### config.mk
export PLATFORM = sky130hd
export DESIGN_NAME = rms_power_accum
export DESIGN_NICKNAME = d
export VERILOG_FILES = /design/src/rtl/rms_acc_pkg.sv /design/src/rtl/lvl_lane.sv /design/src/rtl/lvl_seq.sv /design/src/rtl/lvl_rmem.sv /design/src/rtl/rms_power_accum.sv
export SDC_FILE = /design/constraint.sdc
export NUM_CORES = 2
export LEC_CHECK = 0
export BUFFER_PORTS_ARGS = -buffer_cell sky130_fd_sc_hd__buf_2
export CORE_ASPECT_RATIO = 1.5
export CORE_MARGIN = 1.5
export CORE_UTILIZATION = 29
export DETAILED_ROUTE_END_ITERATION = 10
export PLACE_DENSITY = 0.52
export SLEW_MARGIN = 5
export SYNTH_ARGS = -nofsm -noshare
export SYNTH_HDL_FRONTEND = slang
export SYNTH_SLANG_ARGS = --single-unit
### constraint.sdc
create_clock -name clk -period 38 [get_ports clk]
set_input_delay 5.7 -clock clk [delete_from_list [all_inputs] [get_ports clk]]
set_output_delay 5.7 -clock clk [all_outputs]
set_load 0.02 [all_outputs]
### src/rtl/rms_acc_pkg.sv
// Package rms_acc_pkg
// Shared types for the RMS power accumulator: the control bundle that the
// run sequencer drives into every lane accumulator.
package rms_acc_pkg;

    // Per-cycle control issued by the sequencer to all lanes.
    typedef struct packed {
        logic clr;     // zero the running totals
        logic en;      // add the current sample
        logic commit;  // copy the totals into the result memory
    } acc_ctl_t;

endpackage

### src/rtl/lvl_lane.sv
// Module lvl_lane
// Accumulates the sum and the sum of squares of one lane of signed samples.
// Assumes: SUM_W >= SAMP_W and SQ_W >= 2*SAMP_W; the totals wrap silently if
// the window is too long for the chosen widths. clr has priority over en.
module lvl_lane #(
    parameter int SAMP_W = 8,
    parameter int SUM_W  = 24,
    parameter int SQ_W   = 32
) (
    input  logic              clk,
    input  logic              rst_n,
    input  logic              clr,
    input  logic              en,
    input  logic [SAMP_W-1:0] sample,
    output logic [SUM_W-1:0]  sum_o,
    output logic [SQ_W-1:0]   sq_o
);

    localparam int PROD_W = 2 * SAMP_W;

    logic signed [PROD_W-1:0] prod;
    logic        [SUM_W-1:0]  samp_ext;
    logic        [SQ_W-1:0]   prod_ext;

    // Sign-extend the sample and form its (non-negative) square.
    always_comb begin
        prod     = $signed(sample) * $signed(sample);
        samp_ext = SUM_W'($signed(sample));
        prod_ext = SQ_W'($unsigned(prod));
    end

    // Running totals: cleared on clr, advanced on en.
    always_ff @(posedge clk) begin
        if (!rst_n) begin
            sum_o <= '0;
            sq_o  <= '0;
        end else if (clr) begin
            sum_o <= '0;
            sq_o  <= '0;
        end else if (en) begin
            sum_o <= sum_o + samp_ext;
            sq_o  <= sq_o + prod_ext;
        end
    end

    // a clear leaves both totals at zero on the next cycle.
    a_r7_clear_zero: assert property (@(posedge clk) disable iff (!rst_n)
        clr |=> (sum_o == '0 && sq_o == '0));

    // the sum of squares never decreases while accumulating.
    a_r5_sq_monotone: assert property (@(posedge clk) disable iff (!rst_n)
        (en && !clr) |=> (sq_o >= $past(sq_o)));

    // with neither clr nor en the totals hold.
    a_r3_idle_hold: assert property (@(posedge clk) disable iff (!rst_n)
        (!en && !clr) |=> ($stable(sum_o) && $stable(sq_o)));

endmodule

### src/rtl/lvl_seq.sv
// Module lvl_seq
// Run sequencer: starts a run on ctrl_wr, counts 2^LOG2_WIN accepted samples,
// then raises a one-cycle commit and sets done.
// Assumes: ctrl_wr is a single-cycle strobe; a strobe always wins over a sample.
module lvl_seq
    import rms_acc_pkg::*;
#(
    parameter int LOG2_WIN = 16
) (
    input  logic     clk,
    input  logic     rst_n,
    input  logic     ctrl_wr,
    input  logic     samp_valid,
    output acc_ctl_t ctl,
    output logic     busy,
    output logic     done
);

    localparam logic [LOG2_WIN-1:0] LAST_IDX = '1;

    logic [LOG2_WIN-1:0] cnt;
    logic                commit_q;
    logic                take;
    logic                last;

    // Decide whether the current sample is accepted and whether it closes the run.
    always_comb begin
        take       = busy && samp_valid && !ctrl_wr;
        last       = take && (cnt == LAST_IDX);
        ctl.clr    = ctrl_wr;
        ctl.en     = take;
        ctl.commit = commit_q;
    end

    // Run state: busy, sample count, commit pulse and done flag.
    always_ff @(posedge clk) begin
        if (!rst_n) begin
            busy     <= 1'b0;
            done     <= 1'b0;
            cnt      <= '0;
            commit_q <= 1'b0;
        end else begin
            commit_q <= last;
            if (ctrl_wr) begin
                busy <= 1'b1;
                done <= 1'b0;
                cnt  <= '0;
            end else begin
                if (take) begin
                    cnt <= cnt + 1'b1;
                end
                if (last) begin
                    busy <= 1'b0;
                end
                if (commit_q) begin
                    done <= 1'b1;
                end
            end
        end
    end

    // a control write makes the block busy and clears done.
    a_r2_start: assert property (@(posedge clk) disable iff (!rst_n)
        ctrl_wr |=> (busy && !done));

    // a control write restarts the sample count at zero.
    a_r7_restart: assert property (@(posedge clk) disable iff (!rst_n)
        ctrl_wr |=> (cnt == '0));

    // done is held until the next control write.
    a_r6_done_hold: assert property (@(posedge clk) disable iff (!rst_n)
        (done && !ctrl_wr) |=> done);

    // busy and done are never high together.
    a_r10_exclusive: assert property (@(posedge clk) disable iff (!rst_n)
        !(busy && done));

    // when busy falls without a restart, the commit follows on the next edge.
    a_r10_commit_after_busy: assert property (@(posedge clk) disable iff (!rst_n)
        ($fell(busy) && !ctrl_wr) |-> commit_q);

endmodule

### src/rtl/lvl_rmem.sv
// Module lvl_rmem
// Result memory: two words per lane (even = sum, odd = sum of squares),
// all loaded in one edge on commit, read through a registered port.
// Assumes: RES_W >= SUM_W and RES_W >= SQ_W; addresses past the last word read 0.
module lvl_rmem #(
    parameter int N_IN   = 8,
    parameter int SUM_W  = 24,
    parameter int SQ_W   = 32,
    parameter int RES_W  = 32,
    parameter int ADDR_W = 4
) (
    input  logic                   clk,
    input  logic                   rst_n,
    input  logic                   commit,
    input  logic [N_IN*SUM_W-1:0]  sum_flat,
    input  logic [N_IN*SQ_W-1:0]   sq_flat,
    input  logic [ADDR_W-1:0]      rd_addr,
    output logic [RES_W-1:0]       rd_data
);

    localparam int WORDS = 2 * N_IN;

    logic [RES_W-1:0] mem [WORDS];

    // Load every word at once when a run commits.
    always_ff @(posedge clk) begin
        if (!rst_n) begin
            for (int w = 0; w < WORDS; w++) begin
                mem[w] <= '0;
            end
        end else if (commit) begin
            for (int i = 0; i < N_IN; i++) begin
                mem[2*i]   <= RES_W'(sum_flat[i*SUM_W +: SUM_W]);
                mem[2*i+1] <= RES_W'(sq_flat[i*SQ_W +: SQ_W]);
            end
        end
    end

    // Registered read port with one cycle of latency.
    always_ff @(posedge clk) begin
        if (!rst_n) begin
            rd_data <= '0;
        end else if (int'(rd_addr) < WORDS) begin
            rd_data <= mem[rd_addr];
        end else begin
            rd_data <= '0;
        end
    end

    // without a commit no result word changes.
    for (genvar g = 0; g < WORDS; g++) begin : g_hold
        a_r6_word_stable: assert property (@(posedge clk) disable iff (!rst_n)
            !commit |=> $stable(mem[g]));
    end

endmodule

### src/rtl/rms_power_accum.sv
// Module rms_power_accum
// Top level: per-lane sum and sum-of-squares over a 2^LOG2_WIN sample window,
// armed by a control write and published to a word-addressed result memory.
// Assumes: samp_data packs lane i at bits [i*SAMP_W +: SAMP_W].
module rms_power_accum
    import rms_acc_pkg::*;
#(
    parameter  int N_IN     = 8,
    parameter  int SAMP_W   = 8,
    parameter  int LOG2_WIN = 16,
    parameter  int SUM_W    = 24,
    parameter  int SQ_W     = 32,
    localparam int RES_W    = (SUM_W > SQ_W) ? SUM_W : SQ_W,
    localparam int ADDR_W   = $clog2(2 * N_IN)
) (
    input  logic                     clk,
    input  logic                     rst_n,
    input  logic                     ctrl_wr,
    input  logic                     samp_valid,
    input  logic [N_IN*SAMP_W-1:0]   samp_data,
    output logic                     busy,
    output logic                     done,
    input  logic [ADDR_W-1:0]        rd_addr,
    output logic [RES_W-1:0]         rd_data
);

    acc_ctl_t                ctl;
    logic [N_IN*SUM_W-1:0]   sum_flat;
    logic [N_IN*SQ_W-1:0]    sq_flat;

    lvl_seq #(
        .LOG2_WIN (LOG2_WIN)
    ) u_seq (
        .clk        (clk),
        .rst_n      (rst_n),
        .ctrl_wr    (ctrl_wr),
        .samp_valid (samp_valid),
        .ctl        (ctl),
        .busy       (busy),
        .done       (done)
    );

    // One accumulator per input lane.
    for (genvar i = 0; i < N_IN; i++) begin : g_lane
        lvl_lane #(
            .SAMP_W (SAMP_W),
            .SUM_W  (SUM_W),
            .SQ_W   (SQ_W)
        ) u_lane (
            .clk    (clk),
            .rst_n  (rst_n),
            .clr    (ctl.clr),
            .en     (ctl.en),
            .sample (samp_data[i*SAMP_W +: SAMP_W]),
            .sum_o  (sum_flat[i*SUM_W +: SUM_W]),
            .sq_o   (sq_flat[i*SQ_W +: SQ_W])
        );
    end

    lvl_rmem #(
        .N_IN   (N_IN),
        .SUM_W  (SUM_W),
        .SQ_W   (SQ_W),
        .RES_W  (RES_W),
        .ADDR_W (ADDR_W)
    ) u_rmem (
        .clk      (clk),
        .rst_n    (rst_n),
        .commit   (ctl.commit),
        .sum_flat (sum_flat),
        .sq_flat  (sq_flat),
        .rd_addr  (rd_addr),
        .rd_data  (rd_data)
    );

endmodule

== Word level (Yosys, flattened, before mapping) ==
Memory sizes are Yosys's and may differ from the RTL's. A register that Yosys moved wholly into a read port is not among the register bits.
Cells that the tools add are included.

* Flip-flop bits (word level): 467
* Output and inout bits: 34
* Logic and storage cells: 93
* Memory bits (writable): 512
* Memories kept: 1

* Multiplexer cells: 22
* Reductions and logical operators: 7
* Bitwise logic cells: 17
* Add/subtract/negate cells: 17
* Multipliers: 8
* Equal/unequal tests: 1

{| class="wikitable"
|+ Memory list
! name !! words !! width !! read ports !! clocked after memory_dff !! write ports !! RTL line !! RTL
|-
| u_rmem.mem || 16 || 32 || 1 || 1 || 16 || lvl_rmem.sv:23 || <nowiki>logic [RES_W-1:0] mem [WORDS];</nowiki>
|}

{| class="wikitable"
|+ Operators with widths
! cell !! count
|-
| 32-bit 2-to-1 mux || 16
|-
| 32-bit by 16-bit adder with 32-bit output || 8
|-
| 24-bit adder || 8
|-
| 8-bit by 8-bit multiplier with 16-bit output || 8
|-
| 16-bit by 1-bit adder with 16-bit output (second input constant) || 1
|-
| 16-bit equality test (second input constant) || 1
|-
| 1-bit bitwise OR || 16
|-
| 1-bit 2-to-1 mux || 6
|-
| 1-bit logical AND || 3
|-
| 1-bit logical NOT || 2
|-
| 2-bit nonzero test || 1
|-
| 2-bit OR reduction || 1
|-
| 1-bit NOT || 1
|}

== Logic depth before layout (Yosys ltp) ==
* Depth after elaboration: 5
* Mapped depth: 30
* Mapped depth without buffers: 30

== Modules after synthesis ==
Synthesis repeated with hierarchy kept, for this count alone.

* Cells, all modules: 7418
* Area, all modules: 70931.8 um^2

{| class="wikitable"
|+ Modules (own cells, without submodules)
! module !! cells an instance !! times used !! sequential area each (um^2) !! area an instance (um^2)
|-
| lvl_rmem || 1434 || 1 || 14093.5 || 21043.9
|-
| lvl_lane (g_lane[5].u_lane ...) || 738 || 2 || 1121.1 || 6149.6
|-
| lvl_lane (g_lane[4].u_lane) || 762 || 1 || 1121.1 || 6282.3
|-
| lvl_lane (g_lane[1].u_lane) || 754 || 1 || 1121.1 || 6232.2
|-
| lvl_lane (g_lane[3].u_lane) || 734 || 1 || 1121.1 || 6168.4
|-
| lvl_lane (g_lane[0].u_lane) || 736 || 1 || 1121.1 || 6098.3
|-
| lvl_lane (g_lane[2].u_lane) || 708 || 1 || 1121.1 || 5985.7
|-
| lvl_lane (g_lane[7].u_lane) || 707 || 1 || 1121.1 || 5935.7
|-
| lvl_seq || 107 || 1 || 380.4 || 885.8
|}

== Worst setup path after synthesis ==
No wires, ideal clock.

* Kind: input-to-reg
* Start point: in rst_n
* End point: mem u_rmem.mem[0][0], enable pin
* Setup time: 0.894 ns
* Data required time: 37.106 ns
* Setup slack: 20.907 ns
* Stages: 3
* Data arrival time: 16.199 ns
* Cells stage by stage: clkbuf_1 -> clkbuf_1 -> nand2b_1

{| class="wikitable"
|+ RTL lines
! element !! RTL line !! RTL
|-
| start: declaration || rms_power_accum.sv:17 || <nowiki>input logic rst_n,</nowiki>
|-
| end: declaration || lvl_rmem.sv:23 ||
|}

== Worst setup path in the final report ==
* Start point: in samp_data[63]
* End point: reg g_lane[7].u_lane.sq_o[24]

* Longest elaborated chain between the ends: 2

{| class="wikitable"
|+ RTL lines
! element !! RTL line !! RTL
|-
| start: declaration || rms_power_accum.sv:20 || <nowiki>input logic [N_IN*SAMP_W-1:0] samp_data,</nowiki>
|-
| 8-bit by 8-bit multiplier with 16-bit output || lvl_lane.sv:27 || <nowiki>prod = $signed(sample) * $signed(sample);</nowiki>
|-
| 32-bit by 16-bit adder with 32-bit output || lvl_lane.sv:42 || <nowiki>sq_o <= sq_o + prod_ext;</nowiki>
|-
| end signal: assignment || lvl_lane.sv:42 ||
|-
| end: declaration || lvl_lane.sv:16 || <nowiki>output logic [SQ_W-1:0] sq_o</nowiki>
|}

Every way passes these cells.
A chain may end at the register's enable or synchronous reset.

==> impl_metrics.toml <==
[power_and_ir_drop]
total_power_mw = 4.28
peakVddDrop_uv = 42.7
cellLeakagePower_nw = 32.0
power.density_nw_per_um2 = 57.2

[worst_hold_path]
hold_class = "reg -> reg"
worst_hold_path.num_cells = 2
worstHoldStart = "u_seq.done"
hold_path_end = "u_seq.done"

[logic_synthesis]
ys_types = 80
netlist_instances = 6928
synth_edf_count = 448
synth_ff_type = "dfxtp_1"
ys_seq_area_share_pct = 34.6
synthesis.nets = 7893
async_reset_ff_share_pct = 0
yosys_register_bits = 947
syn_area_um2 = 67800
avgSynthCellArea_um2 = 9.78
synth-warning-count = 0

[finish]
area_growth_pct = 10.5
layout_commonest_cell = "nand2_1"
fin_nets = 7823
most-common-layout-cells = "nand2_1 (638), inv_1 (556), a21oi_1 (544)"
drive_above_1_share_pct = 7.30

[detailed_routing]
ant_nets = 0
via_per_inst = 4.99
post-route-drc-count = 0
drt_iter0_drc = 3023
firstDrtPassIters = 5
num_vias = 50100
routedWlPerCell_um = 19.2
routed_wl_um = 192000

[timing]
fin_crit_ns = 11.85
max_freq_ghz = 0.0844
slew_headroom_pct = 23.3
timing.final.crit_share_pct = 31.2
hold-worst-slack_ns = 0.466
final_max_slew_viol_count = 0
rsz0062_at_grt = "false"
worstMarginPinSlew_ns = 1.14
fin_skew_ns = 0.0885
hold_violations = 0
setup-tns-final_ns = 0
setup_viol = 0

[global_route]
grt_max_degree = 226
grt.total_usage_pct = 16.1
grt-ovfl-total = 0
grt_pass1_wl_um = 298000
grt_pass1_vias = 51700
antenna_found_initial = 26

[floorplan]
std_cell_rows = 217
num_io_pins = 106
die_w_um = 398
die_h_um = 595
start_util_pct = 29.1
core_um2 = 233000
die_area_um2 = 237000

[cts]
cts_setup_buffers = 0
ctsHoldBuffers = 0
cts.path.max_buffers = 3
post_cts_resized = 0
root_buffer = "clkbuf_16"
clk-insertion-delay-late_ns = 0.75
clock_sinks = 947
cts-htree-levels = 3
path_clk_slew_ns = 0.06
numCtsBuffers = 101
cts_tree = "done"

[setup_path]
r2r_cells = 3
critPathKind = "in -> reg"
critical_path_arrival_ns = 12.45
cp_max_fo = 33
crit_required_ns = 38.60
critPathCaptureType = "register"
ff2ff_setup_slack_ns = 34.22
crit_slowest_cell = "o31ai_1"
r2r_end = "u_rmem.mem[7][7]"
rr_startpoint = "u_seq.commit_q"
cp-start-kind = "primary input"
slowest_delay_ns = 0.96

[job]
drv_cap = 0

[place]
hpwl_um = 142000
numPortBuffers = 105
gp_congestion = 0.876

[outcome]
status = "completed"
## synth_stat cells, types with 8 or more instances
master	n	share of area, %
nand2_1	642	3.6
inv_1	556	3.1
a21oi_1	544	4.0
ha_1	537	9.9
dfxtp_1	499	15
edfxtp_1	448	20
nor2_1	392	2.2
fa_1	356	11
xnor2_1	349	4.5
and3_1	334	3.1
clkbuf_1	284	1.6
and2_1	281	2.6
o21ai_0	238	1.8
a21o_1	191	2.1
xor2_1	165	2.1
mux4_2	136	4.5
nand3_1	107	0.79
nor2b_1	94	0.87
nor3_1	74	0.55
o21bai_1	69	0.76
o21a_1	58	0.64
or3_1	55	0.51
nand4_1	52	0.48
a211oi_1	47	0.52
a31oi_1	39	0.36
nand2b_1	37	0.34
o21ai_1	26	0.19
nor3b_1	22	0.24
a31o_2	21	0.27
buf_1	19	0.11
or2_2	19	0.18
a221oi_1	15	0.19
o211ai_1	15	0.17
mux2i_1	14	0.21
and4_1	13	0.17
nor4_1	12	0.11
o22ai_1	12	0.11
a22o_1	11	0.14
o2111ai_1	9	0.12
o31ai_1	9	0.10
a21boi_0	8	0.089
a41oi_1	8	0.10
mux2_2	8	0.13
o311a_1	8	0.12
## per-layer routing
layer / track usage, % / vias up / wire (um)
li1: - / 24100 / -
met1: 19.0 / 24900 / 78600
met2: 29.8 / 865 / 101000
met3: 1.51 / 263 / 6560
met4: 5.84 / 8 / 6650
met5: 0 / - / 44
## logic make-up after synthesis
kind of cell / count (synthesis) / synth area share [%]
multiplexers: 158 / 4.86
buffers and inverters: 865 / 4.80
XOR/XNOR: 514 / 6.64
flip-flops: 947 / 34.6
AO/OA/AOI/OAI: 1398 / 12.8
AND/OR/NAND/NOR: 2153 / 15.9
adder cells (fa/ha/maj): 893 / 20.4
## metrics by stage
| step | instances | area (um2) | worst slack, ns | util, % |
|---|---|---|---|---|
| 2_1_floorplan | 6928 | 67800 | 20.91 | - |
| 3_3_place_gp | 9821 | 71300 | 25.33 | 30.7 |
| 3_5_place_dp | 9821 | 71300 | 25.42 | 30.7 |
| 4_1_cts | 10000 | 74800 | 26.20 | 32.2 |
| 5_1_grt | 10000 | 74900 | 25.77 | 32.2 |
| 6_report | 10000 | 74900 | 26.15 | 32.2 |
## worst max path at each step
stage / endpoint / from / slack (ns)
2_1_floorplan: u_rmem.mem[0][0] / rst_n / 20.91
3_3_place_gp: g_lane[7].u_lane.sq_o[26] / samp_data[63] / 25.33
3_5_place_dp: g_lane[7].u_lane.sq_o[24] / samp_data[63] / 25.42
4_1_cts: g_lane[7].u_lane.sq_o[24] / samp_data[63] / 26.20
5_1_grt: g_lane[2].u_lane.sq_o[20] / samp_data[23] / 25.77
6_report: g_lane[7].u_lane.sq_o[24] / samp_data[63] / 26.15
## area by class of cell
type	instances	area, um2
timing repair buffer	135	823
sequential	947	23400
inverter	557	2090
multi-input combinational	5116	41100
clock buffer	135	2880
antenna	18	45.0
fill	23700	158000
clock inverter	56	646
tap	3066	3840
## state kept, by name, indices dropped and copies added, names as in the netlist
| name | cells |
|---|---|
| u_rmem.mem | 448 |
| g_lane.u_lane.sq_o | 256 |
| g_lane.u_lane.sum_o | 192 |
| u_rmem.rd_data | 32 |
| u_seq.cnt | 16 |
| u_seq.busy | 1 |
| u_seq.commit_q | 1 |
| u_seq.done | 1 |
## worst max-delay path, delay by kind of cell
family / cells / cell delay (ns)
adders and majority gates: 6 / 2.54
AOI/OAI and AO/OA: 6 / 2.05
and+or+nand+nor: 7 / 1.06
buffers and inverters: 3 / 0.59
xor gates and xnor gates: 3 / 0.50
## power by group
part           internal [mW]  switching [mW]  total, mW
logic                  0.868            1.22       2.09
clock network          0.589           0.465       1.05
registers               1.11          0.0299       1.14
total                   2.57            1.71       4.28
No activity file was read; power rests on OpenSTA's default activity.
